==> config.mk <==
export PLATFORM = sky130hd
export DESIGN_NAME = ccd_timing_gen
export DESIGN_NICKNAME = d
export VERILOG_FILES = /design/src/rtl/ccdt_pkg.sv /design/src/rtl/ccdt_counters.sv /design/src/rtl/ccdt_horiz.sv /design/src/rtl/ccdt_vert.sv /design/src/rtl/ccd_timing_gen.sv
export SDC_FILE = /design/constraint.sdc
export NUM_CORES = 1
export LEC_CHECK = 0
export BUFFER_PORTS_ARGS = -buffer_cell sky130_fd_sc_hd__buf_2
export CORE_MARGIN = 1
export CORE_UTILIZATION = 55
export CTS_CLUSTER_DIAMETER = 80
export DETAILED_ROUTE_END_ITERATION = 12
export PLACE_DENSITY_LB_ADDON = 0.1
export SYNTH_ARGS = -nofsm -noshare
export SYNTH_HDL_FRONTEND = slang
export SYNTH_HIERARCHICAL = 1
export SYNTH_SLANG_ARGS = --single-unit
==> constraint.sdc <==
create_clock -name clk -period 4.4 [get_ports clk]
set_input_delay 0.44 -clock clk [delete_from_list [all_inputs] [get_ports clk]]
set_output_delay 0.44 -clock clk [all_outputs]
set_load 0.01 [all_outputs]
==> src/rtl/ccdt_pkg.sv <==
package ccdt_pkg;

  // idle vertical state: phases 1 and 2 high
  localparam logic [3:0] V_IDLE = 4'b0011;

  // rotate a four-phase pattern toward higher phase numbers
  function automatic logic [3:0] vrot(input logic [3:0] p, input int unsigned n);
    case (n % 4)
      0:       return p;
      1:       return {p[2:0], p[3]};
      2:       return {p[1:0], p[3:2]};
      default: return {p[0], p[3:1]};
    endcase
  endfunction

endpackage

==> src/rtl/ccdt_counters.sv <==
module ccdt_counters #(
  parameter int unsigned LINE_LEN    = 606,
  parameter int unsigned FRAME_LINES = 525,
  parameter int unsigned PIX_W       = 10,
  parameter int unsigned LINE_W      = 10
) (
  input  logic              clk,
  input  logic              rst_n,
  output logic              ph,
  output logic [PIX_W-1:0]  pix,
  output logic [LINE_W-1:0] line
);

  localparam logic [PIX_W-1:0]  PIX_LAST  = PIX_W'(LINE_LEN - 1);
  localparam logic [LINE_W-1:0] LINE_LAST = LINE_W'(FRAME_LINES - 1);

  logic              ph_q, ph_n;
  logic [PIX_W-1:0]  pix_q, pix_n;
  logic [LINE_W-1:0] line_q, line_n;
  logic              pix_en, line_en;

  always_comb begin
    ph_n    = ~ph_q;
    pix_en  = ph_q;
    line_en = ph_q && (pix_q == PIX_LAST);
    pix_n   = (pix_q == PIX_LAST) ? '0 : pix_q + 1'b1;
    line_n  = (line_q == LINE_LAST) ? '0 : line_q + 1'b1;
  end

  always_ff @(posedge clk or negedge rst_n) begin
    if (!rst_n) begin
      ph_q   <= 1'b0;
      pix_q  <= '0;
      line_q <= '0;
    end else begin
      ph_q <= ph_n;
      if (pix_en)  pix_q  <= pix_n;
      if (line_en) line_q <= line_n;
    end
  end

  assign ph   = ph_q;
  assign pix  = pix_q;
  assign line = line_q;

  a_r2_pix_wrap: assert property (@(posedge clk) disable iff (!rst_n)
    (ph_q && pix_q == PIX_LAST) |=> (pix_q == '0));
  a_r2_pix_hold: assert property (@(posedge clk) disable iff (!rst_n)
    !ph_q |=> $stable(pix_q));
  a_r3_line_range: assert property (@(posedge clk) disable iff (!rst_n)
    line_q <= LINE_LAST);

endmodule

==> src/rtl/ccdt_horiz.sv <==
module ccdt_horiz #(
  parameter int unsigned HBLANK   = 53,
  parameter int unsigned EFF_LO   = 71,
  parameter int unsigned EFF_PIX  = 510,
  parameter int unsigned PIX_W    = 10
) (
  input  logic             clk,
  input  logic             rst_n,
  input  logic             ph,
  input  logic [PIX_W-1:0] pix,
  output logic             h1,
  output logic             h2,
  output logic             rg,
  output logic             hd,
  output logic             h_eff
);

  logic [31:0] px;
  logic        active;
  logic        h1_n, h2_n, rg_n, hd_n, eff_n;
  logic        h1_q, h2_q, rg_q, hd_q, eff_q;

  assign px = 32'(pix);

  always_comb begin
    active = (px >= HBLANK);
    h1_n   = active ? ~ph : 1'b1;
    h2_n   = active ? ph : 1'b0;
    rg_n   = active && !ph;
    hd_n   = (px == 0) && !ph;
    eff_n  = (px >= EFF_LO) && (px < EFF_LO + EFF_PIX);
  end

  always_ff @(posedge clk or negedge rst_n) begin
    if (!rst_n) begin
      h1_q  <= 1'b1;
      h2_q  <= 1'b0;
      rg_q  <= 1'b0;
      hd_q  <= 1'b0;
      eff_q <= 1'b0;
    end else begin
      h1_q  <= h1_n;
      h2_q  <= h2_n;
      rg_q  <= rg_n;
      hd_q  <= hd_n;
      eff_q <= eff_n;
    end
  end

  assign h1    = h1_q;
  assign h2    = h2_q;
  assign rg    = rg_q;
  assign hd    = hd_q;
  assign h_eff = eff_q;

  a_r4_complementary: assert property (@(posedge clk) disable iff (!rst_n)
    h1_q != h2_q);
  a_r5_rg_within_h1: assert property (@(posedge clk) disable iff (!rst_n)
    rg_q |-> h1_q);
  a_r2_hd_single: assert property (@(posedge clk) disable iff (!rst_n)
    hd_q |=> !hd_q);

endmodule

==> src/rtl/ccdt_vert.sv <==
module ccdt_vert
  import ccdt_pkg::*;
#(
  parameter int unsigned FRAME_LINES = 525,
  parameter int unsigned V_POS       = 2,
  parameter int unsigned V_STEP      = 4,
  parameter int unsigned RD_A        = 2,
  parameter int unsigned RD_B        = 28,
  parameter int unsigned RD_W        = 24,
  parameter int unsigned SUB_POS     = 20,
  parameter int unsigned SUB_W       = 15,
  parameter int unsigned V_EFF_LO    = 14,
  parameter int unsigned V_EFF       = 246,
  parameter int unsigned SHUT_W      = 9,
  parameter int unsigned PIX_W       = 10,
  parameter int unsigned LINE_W      = 10
) (
  input  logic              clk,
  input  logic              rst_n,
  input  logic              ph,
  input  logic [PIX_W-1:0]  pix,
  input  logic [LINE_W-1:0] line,
  input  logic [SHUT_W-1:0] shutter,
  output logic [3:0]        v_phase,
  output logic              rd1,
  output logic              rd3,
  output logic              sub,
  output logic              vd,
  output logic              fld,
  output logic              v_eff
);

  localparam int unsigned F0_LINES = (FRAME_LINES + 1) / 2;
  localparam int unsigned F1_LINES = FRAME_LINES - F0_LINES;
  localparam int unsigned N_STEPS  = 3;

  logic [31:0] px, ln, fl, flen, remain;
  logic        fld_n, rd_line, in_a, in_b, in_sub;
  logic [3:0]  v_n;
  logic        rd1_n, rd3_n, sub_n, vd_n, eff_n, shut_en;

  logic [3:0]        v_q;
  logic              rd1_q, rd3_q, sub_q, vd_q, fld_q, eff_q;
  logic [SHUT_W-1:0] shut_q;

  assign px = 32'(pix);
  assign ln = 32'(line);

  always_comb begin
    fld_n   = (ln >= F0_LINES);
    fl      = fld_n ? ln - F0_LINES : ln;
    flen    = fld_n ? F1_LINES : F0_LINES;
    remain  = flen - fl;
    rd_line = (fl == 0);

    v_n = V_IDLE;
    if (!rd_line) begin
      for (int k = 1; k <= N_STEPS; k++) begin
        if (px >= V_POS + (k - 1) * V_STEP && px < V_POS + k * V_STEP)
          v_n = vrot(V_IDLE, k);
      end
    end

    in_a   = (px >= RD_A) && (px < RD_A + RD_W);
    in_b   = (px >= RD_B) && (px < RD_B + RD_W);
    in_sub = (px >= SUB_POS) && (px < SUB_POS + SUB_W);
    rd1_n  = rd_line && (fld_n ? in_b : in_a);
    rd3_n  = rd_line && (fld_n ? in_a : in_b);
    sub_n  = !rd_line && in_sub && (remain > 32'(shut_q));

    vd_n    = (ln == 0) && (px == 0) && !ph;
    shut_en = vd_n;
    eff_n   = (fl >= V_EFF_LO) && (fl < V_EFF_LO + V_EFF);
  end

  always_ff @(posedge clk or negedge rst_n) begin
    if (!rst_n) begin
      v_q    <= V_IDLE;
      rd1_q  <= 1'b0;
      rd3_q  <= 1'b0;
      sub_q  <= 1'b0;
      vd_q   <= 1'b0;
      fld_q  <= 1'b0;
      eff_q  <= 1'b0;
      shut_q <= '0;
    end else begin
      v_q   <= v_n;
      rd1_q <= rd1_n;
      rd3_q <= rd3_n;
      sub_q <= sub_n;
      vd_q  <= vd_n;
      fld_q <= fld_n;
      eff_q <= eff_n;
      if (shut_en) shut_q <= shutter;
    end
  end

  assign v_phase = v_q;
  assign rd1     = rd1_q;
  assign rd3     = rd3_q;
  assign sub     = sub_q;
  assign vd      = vd_q;
  assign fld     = fld_q;
  assign v_eff   = eff_q;

  a_r6_two_phases: assert property (@(posedge clk) disable iff (!rst_n)
    $countones(v_q) == 2);
  a_r7_idle_on_readout: assert property (@(posedge clk) disable iff (!rst_n)
    (rd1_q || rd3_q) |-> (v_q == V_IDLE));
  a_r7_one_pulse: assert property (@(posedge clk) disable iff (!rst_n)
    !(rd1_q && rd3_q));
  a_r8_no_drain_on_readout: assert property (@(posedge clk) disable iff (!rst_n)
    !(sub_q && (rd1_q || rd3_q)));
  a_r9_latch_at_frame: assert property (@(posedge clk) disable iff (!rst_n)
    !$stable(shut_q) |-> vd_q);
  a_r3_frame_in_field0: assert property (@(posedge clk) disable iff (!rst_n)
    vd_q |-> !fld_q);

endmodule

==> src/rtl/ccd_timing_gen.sv <==
module ccd_timing_gen #(
  parameter int unsigned HBLANK      = 53,
  parameter int unsigned DUMMY       = 16,
  parameter int unsigned OB_LEAD     = 2,
  parameter int unsigned EFF_PIX     = 510,
  parameter int unsigned OB_TRAIL    = 25,
  parameter int unsigned FRAME_LINES = 525,
  parameter int unsigned V_POS       = 2,
  parameter int unsigned V_STEP      = 4,
  parameter int unsigned RD_A        = 2,
  parameter int unsigned RD_B        = 28,
  parameter int unsigned RD_W        = 24,
  parameter int unsigned SUB_POS     = 20,
  parameter int unsigned SUB_W       = 15,
  parameter int unsigned V_START     = 8,
  parameter int unsigned V_OB_LEAD   = 6,
  parameter int unsigned V_EFF       = 246,
  parameter int unsigned SHUT_W      = 9
) (
  input  logic              clk,
  input  logic              rst_n,
  input  logic [SHUT_W-1:0] shutter_lines,
  output logic [3:0]        v_phase,
  output logic              rd_ph1,
  output logic              rd_ph3,
  output logic              h1,
  output logic              h2,
  output logic              rg,
  output logic              sub_pulse,
  output logic              hd,
  output logic              vd,
  output logic              fld,
  output logic              blk
);

  localparam int unsigned LINE_LEN = HBLANK + DUMMY + OB_LEAD + EFF_PIX + OB_TRAIL;
  localparam int unsigned PIX_W    = $clog2(LINE_LEN);
  localparam int unsigned LINE_W   = $clog2(FRAME_LINES);
  localparam int unsigned EFF_LO   = HBLANK + DUMMY + OB_LEAD;
  localparam int unsigned V_EFF_LO = V_START + V_OB_LEAD;

  logic              ph;
  logic [PIX_W-1:0]  pix;
  logic [LINE_W-1:0] line;
  logic              h_eff, v_eff;

  ccdt_counters #(
    .LINE_LEN(LINE_LEN), .FRAME_LINES(FRAME_LINES),
    .PIX_W(PIX_W), .LINE_W(LINE_W)
  ) u_cnt (
    .clk(clk), .rst_n(rst_n), .ph(ph), .pix(pix), .line(line)
  );

  ccdt_horiz #(
    .HBLANK(HBLANK), .EFF_LO(EFF_LO), .EFF_PIX(EFF_PIX), .PIX_W(PIX_W)
  ) u_hor (
    .clk(clk), .rst_n(rst_n), .ph(ph), .pix(pix),
    .h1(h1), .h2(h2), .rg(rg), .hd(hd), .h_eff(h_eff)
  );

  ccdt_vert #(
    .FRAME_LINES(FRAME_LINES), .V_POS(V_POS), .V_STEP(V_STEP),
    .RD_A(RD_A), .RD_B(RD_B), .RD_W(RD_W),
    .SUB_POS(SUB_POS), .SUB_W(SUB_W),
    .V_EFF_LO(V_EFF_LO), .V_EFF(V_EFF),
    .SHUT_W(SHUT_W), .PIX_W(PIX_W), .LINE_W(LINE_W)
  ) u_ver (
    .clk(clk), .rst_n(rst_n), .ph(ph), .pix(pix), .line(line),
    .shutter(shutter_lines),
    .v_phase(v_phase), .rd1(rd_ph1), .rd3(rd_ph3), .sub(sub_pulse),
    .vd(vd), .fld(fld), .v_eff(v_eff)
  );

  assign blk = ~(h_eff & v_eff);

  a_r3_field_edge_on_line: assert property (@(posedge clk) disable iff (!rst_n)
    !$stable(fld) |-> hd);
  a_r10_open_in_active: assert property (@(posedge clk) disable iff (!rst_n)
    !blk |-> (h1 != h2) && !sub_pulse && !rd_ph1 && !rd_ph3);
  a_r3_vd_with_hd: assert property (@(posedge clk) disable iff (!rst_n)
    vd |-> hd);

endmodule

Word level (Yosys, flattened, before mapping)
Index checks and enable logic that the tools add are counted.
{"block": "classes", "addsub": 4, "n_lt_le_gt_ge": 18, "eq_ne": 2, "muxes": 12, "bitwise": 3, "n_reduce_logical": 22}
{"operator": "32-bit logical NOT", "n": 3}
{"operator": "32-bit by 4-bit >= comparator with 1-bit output (second input constant)", "n": 1}
{"operator": "32-bit by 9-bit greater-than comparator with 1-bit output", "n": 1}
{"operator": "32-bit by 9-bit < comparator with 1-bit output (second input constant)", "n": 1}
{"operator": "32-bit two-way mux", "n": 1}
{"operator": "32-bit subtractor", "n": 1}
{"operator": "10-bit by 1-bit adder with 10-bit output (second input constant)", "n": 2}
{"operator": "10-bit equality test (second input constant)", "n": 2}
{"operator": "10-bit by 5-bit >= comparator with 1-bit output (second input constant)", "n": 2}
{"operator": "10-bit by 4-bit < comparator with 1-bit output (second input constant)", "n": 2}
{"operator": "10-bit by 6-bit < comparator with 1-bit output (second input constant)", "n": 2}
{"operator": "10-bit two-way mux", "n": 2}
{"operator": "1-bit logical AND", "n": 17}
{"operator": "4-bit two-way mux", "n": 3}
{"operator": "10-bit by 9-bit subtractor with 11-bit output (second input constant)", "n": 1}
{"operator": "10-bit by 2-bit >= comparator with 1-bit output (second input constant)", "n": 1}
{"operator": "10-bit by 3-bit >= comparator with 1-bit output (second input constant)", "n": 1}
{"operator": "10-bit by 4-bit >= comparator with 1-bit output (second input constant)", "n": 1}
{"operator": "10-bit by 6-bit >= comparator with 1-bit output (second input constant)", "n": 1}
{"operator": "10-bit by 7-bit >= comparator with 1-bit output (second input constant)", "n": 1}
{"operator": "10-bit by 9-bit >= comparator with 1-bit output (second input constant)", "n": 1}
{"operator": "10-bit < comparator (second input constant)", "n": 1}
{"operator": "10-bit by 3-bit < comparator with 1-bit output (second input constant)", "n": 1}
{"operator": "10-bit by 5-bit < comparator with 1-bit output (second input constant)", "n": 1}
{"operator": "other kinds (5)", "n": 11}
{"block": "totals", "reg_bits": 45, "in_bits": 11, "output_inout_bits": 14, "wordCells": 77}

Longest topological paths before layout
Gate-level depths: netlist (run 1).
{"block": "logic_depth", "ltp_word": 6, "mapped_depth": 19, "depth_no_buf": 17}

Cells and area by module
The synthesis (run 1) kept the hierarchy.
{"module": "ccdt_vert", "instances": 1, "cells_per_inst": 230, "area_each_um2": 1985.7, "seq_area_each_um2": 478.0}
{"module": "ccdt_counters", "instances": 1, "cells_per_inst": 106, "area_each_um2": 1179.9, "seq_area_each_um2": 525.5}
{"module": "ccdt_horiz", "instances": 1, "cells_per_inst": 23, "area_each_um2": 257.7, "seq_area_each_um2": 126.4}
{"module": "ccd_timing_gen", "instances": 1, "cells_per_inst": 1, "area_each_um2": 3.8, "seq_area_each_um2": 0.0}

Worst setup path before layout (run 1)
Ideal clock, no wire load.
{"block": "synth_timing", "kind": "reg-to-reg", "from": "register u_cnt.line_q[0], in the netlist u_cnt/line[0]", "to": "register u_ver.sub_q, in the netlist u_ver/sub", "setup_time_ns": 0.129, "t_arrival_ns": 3.834, "required_ns": 4.271, "path_slack_ns": 0.437, "path_stages_with_launch": 20, "n_path_buf": 2, "synth_period_minus_slack_ns": 3.963, "cell_sequence": "dfrtp_1 ha_1 clkbuf_1 and2_1 buf_6 o41ai_1 nand2_1 mux2i_1 inv_1 ha_1 a211oi_1 or2b_1 xor2_1 ha_1 and4_1 nand4_1 nand2_1 nand4_1 o31ai_1 o21ai_1"}
{"block": "synth_via", "elab_chain_cells": 6, "elab_cells_between_ends": 10, "classes_between": "2 x add/sub; 2 x order compare; 2 x mux; 4 x reduce/logical"}
{"item": "start: declaration", "line_no": "ccdt_counters.sv:19", "source": "logic [LINE_W-1:0] line_q, line_n;"}
{"item": "start signal: assignment", "line_no": "ccdt_counters.sv:38", "source": "if (line_en) line_q <= line_n;"}
{"item": "10-bit by 9-bit >= comparator with 1-bit output (*)", "line_no": "ccdt_vert.sv:50", "source": "fld_n = (ln >= F0_LINES);"}
{"item": "net u_ver.fld_n", "line_no": "ccdt_vert.sv:38", "source": "logic fld_n, rd_line, in_a, in_b, in_sub;"}
{"item": "branches (longest 4 deep; another with 32-bit subtractor)"}
{"item": "1-bit logical AND (*)", "line_no": "ccdt_vert.sv:69", "source": "sub_n = !rd_line && in_sub && (remain > 32'(shut_q));"}
{"item": "net u_ver.sub_n", "line_no": "ccdt_vert.sv:40", "source": "logic rd1_n, rd3_n, sub_n, vd_n, eff_n, shut_en;"}
{"item": "end signal: assignment", "line_no": "ccdt_vert.sv:90", "source": "sub_q <= sub_n;"}
{"item": "end: declaration", "line_no": "ccdt_vert.sv:43", "source": "logic rd1_q, rd3_q, sub_q, vd_q, fld_q, eff_q;"}
Mark *: on every way through the listed nets, which the timed path passes.
A chain may end at the register's enable or synchronous reset.

Final worst setup path (run 1)
Ends and elaborated chain as after synthesis.

==> metrics, run 1 <==
status=completed; Bufs and invs on worst path=1; gate count of the mapped netlist=360; Total GRT Usage=24.9%; Mean Syn Cell Area=9.52 µm²; Die Span X=about 81 µm; setup tns final=0 ns; Inserted Clock Buffers=5; Area Growth Syn to Fin=8.80%; Crit-path slowest cell=o41ai_2; Slew Limit Fails=0; net switching power figure=~170 µW; CP delay by family, top=simple AND/OR/NAND/NOR gates; via count=2822; Worst-Skew Late Latency=0.30 ns; Flop pwr share=58.7%; antenna-violating nets left=0; GP Congestion=about 0.84; CTS tree=built; Synth Flop Type=dfrtp_1; vias per cell=about 6.1; Post CTS Setup Buffer Count=0; Worst Reg-to-Reg Cells=17; nets=423; Startpoint Class=flip-flop; Final setup viols=0; Max clock buf depth=2; most common cell after layout, fill and taps aside=dfrtp_1; Max stage delay on crit path=between 0.4 and 0.5 ns; internal power=541 µW; largest fanout on the critical path=11; Crit path arrival time=4.30 ns; critical path depth=17; Clock Sink Count=45; Cell Pwr Density=191 nW/µm²; EDFF count, synth=0; Yosys cell types=78; Worst Skew=0.00852 ns; Hold Path Class=in2async; WL/cell=approximately 16 µm; clock root buffer=clkbuf_8; Switching Fraction=24.2%; number of global-route vias before repair=approximately 2700; Synth top area share=30.7%; fin crit period=~4 ns; worst setup path category=reg2reg; # rows=28; dpl hpwl=around 5.6 mm; yosys warns=6; asr flop ratio synth=between 90% and 100%; leakage power=1.72 nW; most frequent cells in the layout=dfrtp_1 (42), nand2_1 (30), buf_2 (24), o21ai_0 (24), ha_1 (23); most used cell, CP=ha_1; r2r setup slk=0.28 ns; Slew HR=between 30% and 40%; RSZ-0062 raised after global routing=no; H-tree depth=2; Core Region=5960 µm²; sequential share of the synthesized area=33.0%; measured slew at the worst slew-check pin=0.971 ns; DR pass1 iterations=5; Post-Synthesis Net Count=394; Tcrit/Tclk final=93.6%; Post-Place Worst Slack=between 0.15 and 0.2 ns; total wire length=roughly 7.4 mm; GRT Residual Overflow=0; crit end category=flip-flop; clock share of power=between 30 and 40%; Peak VDD IR=0.131 mV; initial antenna violation count=0; Synth area leader=dfrtp_1; Residual DRC=0; Syn Std Cell Area=3430 µm²; combinational power share=3.4%; drt initial violations=258; Fmax=243 MHz; critical-path cell list=ha_1, and2_1, o41ai_2, nand2_2, mux2i_2, inv_1, ha_1, a211oi_1, or2b_1, xor2_1, ha_1, and4_1, nand4_1, nand2_1, nand4_1, o31ai_1, o21ai_1; # fillers=522; share of layout cells above drive strength 1=21.0%; CTS clock-pin slew for the worst setup and hold paths=0.09 ns; Synth area leaders=dfrtp_1 (31%), ha_1 (8.4%), nor4_4 (3.7%), o21ai_0 (3.5%), nand2_1 (3.4%); die area=6550 µm²; Seq cells post-synth=45; largest net degree at the start of global routing=46; post_cts resized=0; initial core utilization=57.5%; Top Ports=25; Antenna Diode Count=0; Die Span Y=80.9 µm; global-route wire length before repair=12.7 mm; port bufs=24; final hold violations=0; hold_buf cts=0; max-cap viol count=0; Critical Path RT=4.59 ns; RR Startpoint=u_cnt/line[0]; launch point of the critical path=u_cnt/line[0]; Final WS setup=0.282 ns
==> layer usage <==
metal	vias up	track usage [%]	share of wire, %
met5	-	0	0
met4	0	5.36	0.85
met3	6	4.04	4.7
met2	79	42.3	49
met1	1339	33.3	46
li1	1398	-	-
==> kinds of logic after synthesis <==
group                    Yosys count  synth area share (%)
AND/OR/NAND/NOR                  149                  29.6
AO/OA/AOI/OAI                     83                  16.7
flip-flops                        45                  33.0
buffers and inverters             32                  4.86
adder cells (fa/ha/maj)           23                  8.40
XOR/XNOR                          21                  5.37
multiplexers                       7                  2.15
==> metrics by stage <==
stage	instance area, µm²	utilization [%]	hold slack (ns)	total power, mW	std cells
2_1_floorplan	3430	-	0.144	0.436	360
3_3_place_gp	3620	60.8	0.502	0.451	457
3_5_place_dp	3620	60.8	0.529	0.452	457
4_1_cts	3710	62.4	0.329	0.726	465
5_1_grt	3730	62.6	0.338	0.744	465
6_report	3730	62.6	0.276	0.714	465
==> power groups by stage <==
stage / registers (mW) / logic, mW / clock network, mW
final: 0.419 / 0.0240 / 0.271
after floorplan: 0.427 / 0.00934 / 0
after global placement: 0.427 / 0.0238 / 0
after CTS: 0.419 / 0.0250 / 0.282
after global routing: 0.419 / 0.0286 / 0.296
after detailed placement: 0.427 / 0.0250 / 0
==> state kept, by name, summed over array words and instances, names as in the netlist <==
name / count
u_ver/shut_q: 9
u_cnt/pix: 10
u_ver/v_eff: 1
u_hor/hd: 1
u_hor/h1: 1
u_hor/rg: 1
u_cnt/ph: 1
u_cnt/line: 10
u_ver/v_phase: 4
u_hor/h_eff: 1
u_hor/h2: 1
u_ver/rd1: 1
u_ver/vd: 1
u_ver/fld: 1
u_ver/sub: 1
u_ver/rd3: 1
==> layout make-up <==
cell class	count	area (µm²)	share of cell area, %
Clock buffer	5	68.8	1.85
Clock inverter	3	25.0	0.671
Inverter	21	78.8	2.11
Multi-Input combinational cell	283	2140	57.5
Sequential cell	45	1130	30.3
Tap cell	75	93.8	2.52
Timing Repair Buffer	33	188	5.03
==> worst paths after layout <==
kind / end
hold reg to reg: u_ver/shut_q[0]
setup / recovery: u_ver/sub
setup reg to reg: u_ver/sub
hold / removal: u_ver/shut_q[4]
min in group clk: u_ver/shut_q[3]
max in group asynchronous: u_cnt/line[4]
==> cells in the mapped netlist, types with 5 or more instances <==
| master | count |
|---|---|
| and3_1 | 6 |
| xnor2_1 | 10 |
| ha_1 | 23 |
| nand4_1 | 10 |
| dfrtp_1 | 42 |
| nor2_1 | 21 |
| nor3_1 | 7 |
| nor4_4 | 6 |
| o31ai_1 | 5 |
| inv_1 | 21 |
| a21oi_1 | 13 |
| nand2_1 | 31 |
| o21ai_0 | 24 |
| buf_6 | 6 |
| xor2_1 | 11 |
| nand3_1 | 13 |
Note: power is estimated with default switching activity, not from simulation.
==> run 2, diff against run 1 <==
Settings changed: CORE_ASPECT_RATIO set to 0.8.
==> run 2 against run 1 <==
Sequential share of layout area is 0.45 points lower. Largest power group unchanged. Largest cell class unchanged. Highest routed layer unchanged. First-iteration DRC count is 45% lower. Sequential power hardly changed. Fmax hardly changed. Final cell count is 1.7% higher. Non-clock buffer count is 2 higher. Clock power is 38% higher. Die area hardly changed. Clock skew hardly changed.
==> metrics, run 2 (synthesis gave the netlist of run 1 again) <==
status=completed; share of layout cells above drive strength 1=approximately a fifth; GRT Residual Overflow=0; most common cell after layout, fill and taps aside=dfrtp_1; Post-Place Worst Slack=0.204 ns; GRT met1 Usage=36.8%; max-cap viol count=0; final hold violations=0; Hold Path Class=in2async; RR Endpoint=u_ver/sub; Max clock buf depth=2; Worst Skew=0.00833 ns; Peak VDD IR=0.132 mV; Total GRT Usage=24.8%; critical-path cell list=or4_4, o41ai_1, nand2_1, buf_4, ha_1, ha_1, a211oi_1, or2b_1, xor2_1, ha_1, and4_1, nand4_1, nand2_1, nand4_1, o31ai_1, o21ai_1; WL/cell=15.7 µm; Clock Sink Count=45; Antenna Diode Count=0; Residual DRC=0; largest net degree at the start of global routing=46; Crit path arrival time=4.29 ns; Critical Path RT=between 4 and 5 ns; worst setup path category=reg2reg; Final WS setup=about 0.28 ns; # fillers=517; largest fanout on the critical path=5; clock root buffer=clkbuf_8; launch point of the critical path=u_cnt/line[3]; port bufs=24; initial core utilization=57.4%; die area=about 6600 µm²; Crit-path slowest cell=or4_4; antenna-violating nets left=0; nets=425; Bufs and invs on worst path=1; RSZ-0062 raised after global routing=no; GRT met3 Usage=roughly 3.5%; leakage power=1.75 nW; initial antenna violation count=0; RR Startpoint=u_cnt/line[3]; Tcrit/Tclk final=between 90% and 100%; Startpoint Class=flip-flop; Inserted Clock Buffers=5; Worst Reg-to-Reg Cells=16; Fmax=about 240 MHz; Core Region=roughly 6000 µm²; H-tree depth=2; CP delay by family, top=simple AND/OR/NAND/NOR gates; setup tns final=0 ns; Worst-Skew Late Latency=about 0.3 ns; hold_buf cts=0; GR Util met2=between 30% and 40%; Max stage delay on crit path=0.58 ns; most used cell, CP=ha_1; Final setup viols=0; placed insts=~460; total wire length=7.44 mm; CTS clock-pin slew for the worst setup and hold paths=roughly 0.090 ns; measured slew at the worst slew-check pin=0.990 ns; via count=2863; Slew HR=34.0%; Die Span X=around 90 µm; Cell Pwr Density=216 nW/µm²; global-route wire length before repair=13.1 mm; GRT busiest layer=met2; Area Growth Syn to Fin=10.4%; Die Span Y=around 73 µm; Non-Filler Instances=473; DR pass1 iterations=4; # rows=25; Tot Pwr=818 µW; r2r setup slk=0.28 ns; Final Util=a little under two thirds; crit end category=flip-flop; number of global-route vias before repair=2691; Top Ports=25; drt initial violations=141; CTS tree=built; most frequent cells in the layout=dfrtp_1 (42), nand2_1 (31), buf_2 (24), o21ai_0 (24), ha_1 (23); vias per cell=roughly 6.1; GP Congestion=around 0.84; fin crit period=4.12 ns; Slew Limit Fails=0; dpl hpwl=about 5.5 mm
[run 2: cell types whose count changed in the layout (fill, tap and decap cells not counted)]
cell,before,now
clkinvlp_4,1,0
clkinv_4,1,0
nand2_2,1,0
nand2_1,30,31
bufinv_16,0,2
o41ai_2,1,0
o41ai_1,2,3
buf_4,9,11
[run 2: worst max-delay path by stage]
stage / end / cells after the start
6_report: u_ver/sub / 16
4_1_cts: u_ver/sub / 16
3_5_place_dp: u_ver/sub / 16
2_1_floorplan: u_ver/sub / 19
5_1_grt: u_ver/sub / 16
3_3_place_gp: u_ver/sub / 16
[run 2: repair_timing]
action | in CTS | in global routing
buffers inserted | 0 | 2
gates resized for setup | 0 | 1
endpoints found under the setup margin | 0 | 1
[run 2: cell type report]
class	count	area [µm²]	area share, %
clock inverters	3	68.8	1.82
multi-input cells	283	2130	56.4
repair buffers	35	203	5.36
well taps	81	101	2.68
flip-flops and latches	45	1130	29.9
inverters	21	78.8	2.08
clock buffers	5	68.8	1.82
[run 2: where the power goes]
| group | switching [mW] | internal (mW) |
|---|---|---|
| Clock | 0.146 | 0.229 |
| Sequential | 0.00118 | 0.417 |
| Combinational | 0.0154 | 0.00859 |
[run 2: metrics by stage]
step           instance area (µm²)  hold WS (ns)
2_1_floorplan                 3430         0.144
3_3_place_gp                  3630         0.504
3_5_place_dp                  3630         0.514
4_1_cts                       3770         0.324
5_1_grt                       3780         0.366
6_report                      3780         0.306
[run 2: per-layer routing]
| layer | vias up | part of all wire (%) |
|---|---|---|
| met4 | 0 | 1.3 |
| met2 | 80 | 43 |
| li1 | 1407 | - |
| met3 | 8 | 4.4 |
| met5 | - | 0 |
| met1 | 1368 | 51 |
[run 2: worst register-to-register path, cell delays in order, from the launching register on]
cell      delay (ns)
dfrtp_1         0.38
or4_4           0.58
o41ai_1         0.42
nand2_1         0.17
buf_4           0.18
ha_1            0.19
ha_1            0.22
a211oi_1        0.32
or2b_1          0.28
xor2_1          0.15
ha_1            0.29
and4_1          0.20
nand4_1         0.13
nand2_1         0.10
nand4_1         0.09
o31ai_1         0.20
o21ai_1         0.09
==> run 3, diff against run 2 <==
Settings changed: CAP_MARGIN set to 10, RECOVER_POWER set to 25.
==> run 3 against run 2 <==
The run now ends with max-capacitance violations, max-slew violations left. Flip-flop and latch count unchanged. Combinational power about the same. Sequential share of layout area about the same.
==> metrics, run 3 (synthesis gave the netlist of run 1 again) <==
Cell Pwr Density=216 nW/µm²; Slew Limit Fails=46; DP Area=between 3000 and 4000 µm²; nets=425; via count=2870; CP delay by family, top=simple AND/OR/NAND/NOR gates; # rows=25; Max stage delay on crit path=slightly below 0.6 ns; vias per cell=6.07; Worst Skew=0.00840 ns; initial antenna violation count=0; H-tree depth=2; initial core utilization=57.4%; number of global-route vias before repair=2691; fin crit period=~4.1 ns; worst setup path category=reg2reg; Slew HR=-58.1%; setup tns final=0 ns; clock root buffer=clkbuf_8; Final setup viols=0; Startpoint Class=flip-flop; WL/cell=15.8 µm; Clock Sink Count=45; die area=6550 µm²; CTS clock-pin slew for the worst setup and hold paths=0.08 ns; RSZ-0062 raised after global routing=no; Non-Filler Instances=473; Die Span Y=72.6 µm; Peak VDD IR=0.132 mV; GRT Residual Overflow=0; final instance area=around 3800 µm²; most used cell, CP=ha_1; most frequent cells in the layout=dfrtp_1 (42), nand2_1 (31), o21ai_0 (24); GP Congestion=0.840; DR pass1 iterations=4; CTS tree=built; Die Span X=90.3 µm; Crit path arrival time=4.29 ns; antenna-violating nets left=0; Bufs and invs on worst path=1; Crit-path slowest cell=or4_4; Residual DRC=0; Area Growth Syn to Fin=10.4%; largest net degree at the start of global routing=46; most common cell after layout, fill and taps aside=dfrtp_1; # fillers=518; placed insts=roughly 460; Tot Pwr=818 µW; max-cap viol count=1; status=finished with violations; Worst-Skew Late Latency=0.30 ns; Fmax=243 MHz; final hold violations=0; total wire length=7.46 mm; Inserted Clock Buffers=5; Total GRT Usage=24.8%; global-route wire length before repair=~13 mm; Critical Path RT=4.58 ns; hold_buf cts=0; failing checks=max-capacitance violations, max-slew violations; Core Region=between 5000 and 6000 µm²; Hold Path Class=in2reg; measured slew at the worst slew-check pin=~2.4 ns; Antenna Diode Count=0; share of layout cells above drive strength 1=20.7%; port bufs=24; r2r setup slk=0.28 ns; drt initial violations=141; crit end category=flip-flop; worst hold margin=0.349 ns; dpl hpwl=roughly 5.5 mm; Top Ports=25; Tcrit/Tclk final=approximately 94%; leakage power=around 1.7 nW; critical-path cell list=or4_4, o41ai_1, nand2_1, buf_4, ha_1, ha_1, a211oi_1, or2b_1, xor2_1, ha_1, and4_1, nand4_1, nand2_1, nand4_1, o31ai_1, o21ai_1; Max clock buf depth=2; largest fanout on the critical path=5
[run 3: final timing paths]
check | startpoint | end | cells past startpoint
max | u_cnt/line[3] | u_ver/sub | 16
min | shutter_lines[3] | u_ver/shut_q[3] | 3
max reg2reg | u_cnt/line[3] | u_ver/sub | 16
min reg2reg | u_ver/shut_q[0] | u_ver/shut_q[0] | 1
max in group asynchronous | rst_n | u_cnt/line[1] | 1
min in group asynchronous | rst_n | u_ver/v_phase[2] | 1
[run 3: final cells by class]
| class | instances | area [µm²] | share of cell area [%] |
|---|---|---|---|
| multi-input cells | 283 | 2130 | 56.4 |
| clock buffers | 5 | 68.8 | 1.82 |
| well taps | 81 | 101 | 2.68 |
| flip-flops and latches | 45 | 1130 | 29.9 |
| repair buffers | 35 | 201 | 5.32 |
| clock inverters | 3 | 68.8 | 1.82 |
| inverters | 21 | 78.8 | 2.08 |
[run 3: per-stage QoR]
stage | util, % | setup WS (ns)
5_1_grt | 63.3 | 0.0596
4_1_cts | 63.0 | 0.170
3_5_place_dp | 60.7 | 0.204
6_report | 63.3 | 0.281
3_3_place_gp | 60.7 | 0.293
2_1_floorplan | - | 0.437
[run 3: routing by layer]
metal  global-route usage (%)  wire (µm)
met2                     38.5       3240
met3                     3.54        349
met1                     36.8       3770
met4                     6.09         96
met5                        0          0
[run 3: repair_timing]
item,CTS,global route
resized for setup,0,1
buffers inserted,0,2
hold endpoints to repair,0,0
endpoints found under the setup margin,0,1
[run 3: power breakdown]
part | total (mW) | switching (mW) | internal (mW)
sequential | 0.419 | 0.00120 | 0.417
combinational | 0.0238 | 0.0154 | 0.00840
clock | 0.375 | 0.146 | 0.229
total | 0.818 | 0.163 | 0.655
[run 3: worst reg2reg max path, cell delays in order (launching register included)]
cell,delay (ns)
dfrtp_1,0.38
or4_4,0.58
o41ai_1,0.42
nand2_1,0.17
buf_4,0.18
ha_1,0.19
ha_1,0.22
a211oi_1,0.32
or2b_1,0.28
xor2_1,0.15
ha_1,0.29
and4_1,0.20
nand4_1,0.13
nand2_1,0.10
nand4_1,0.09
o31ai_1,0.20
o21ai_1,0.09
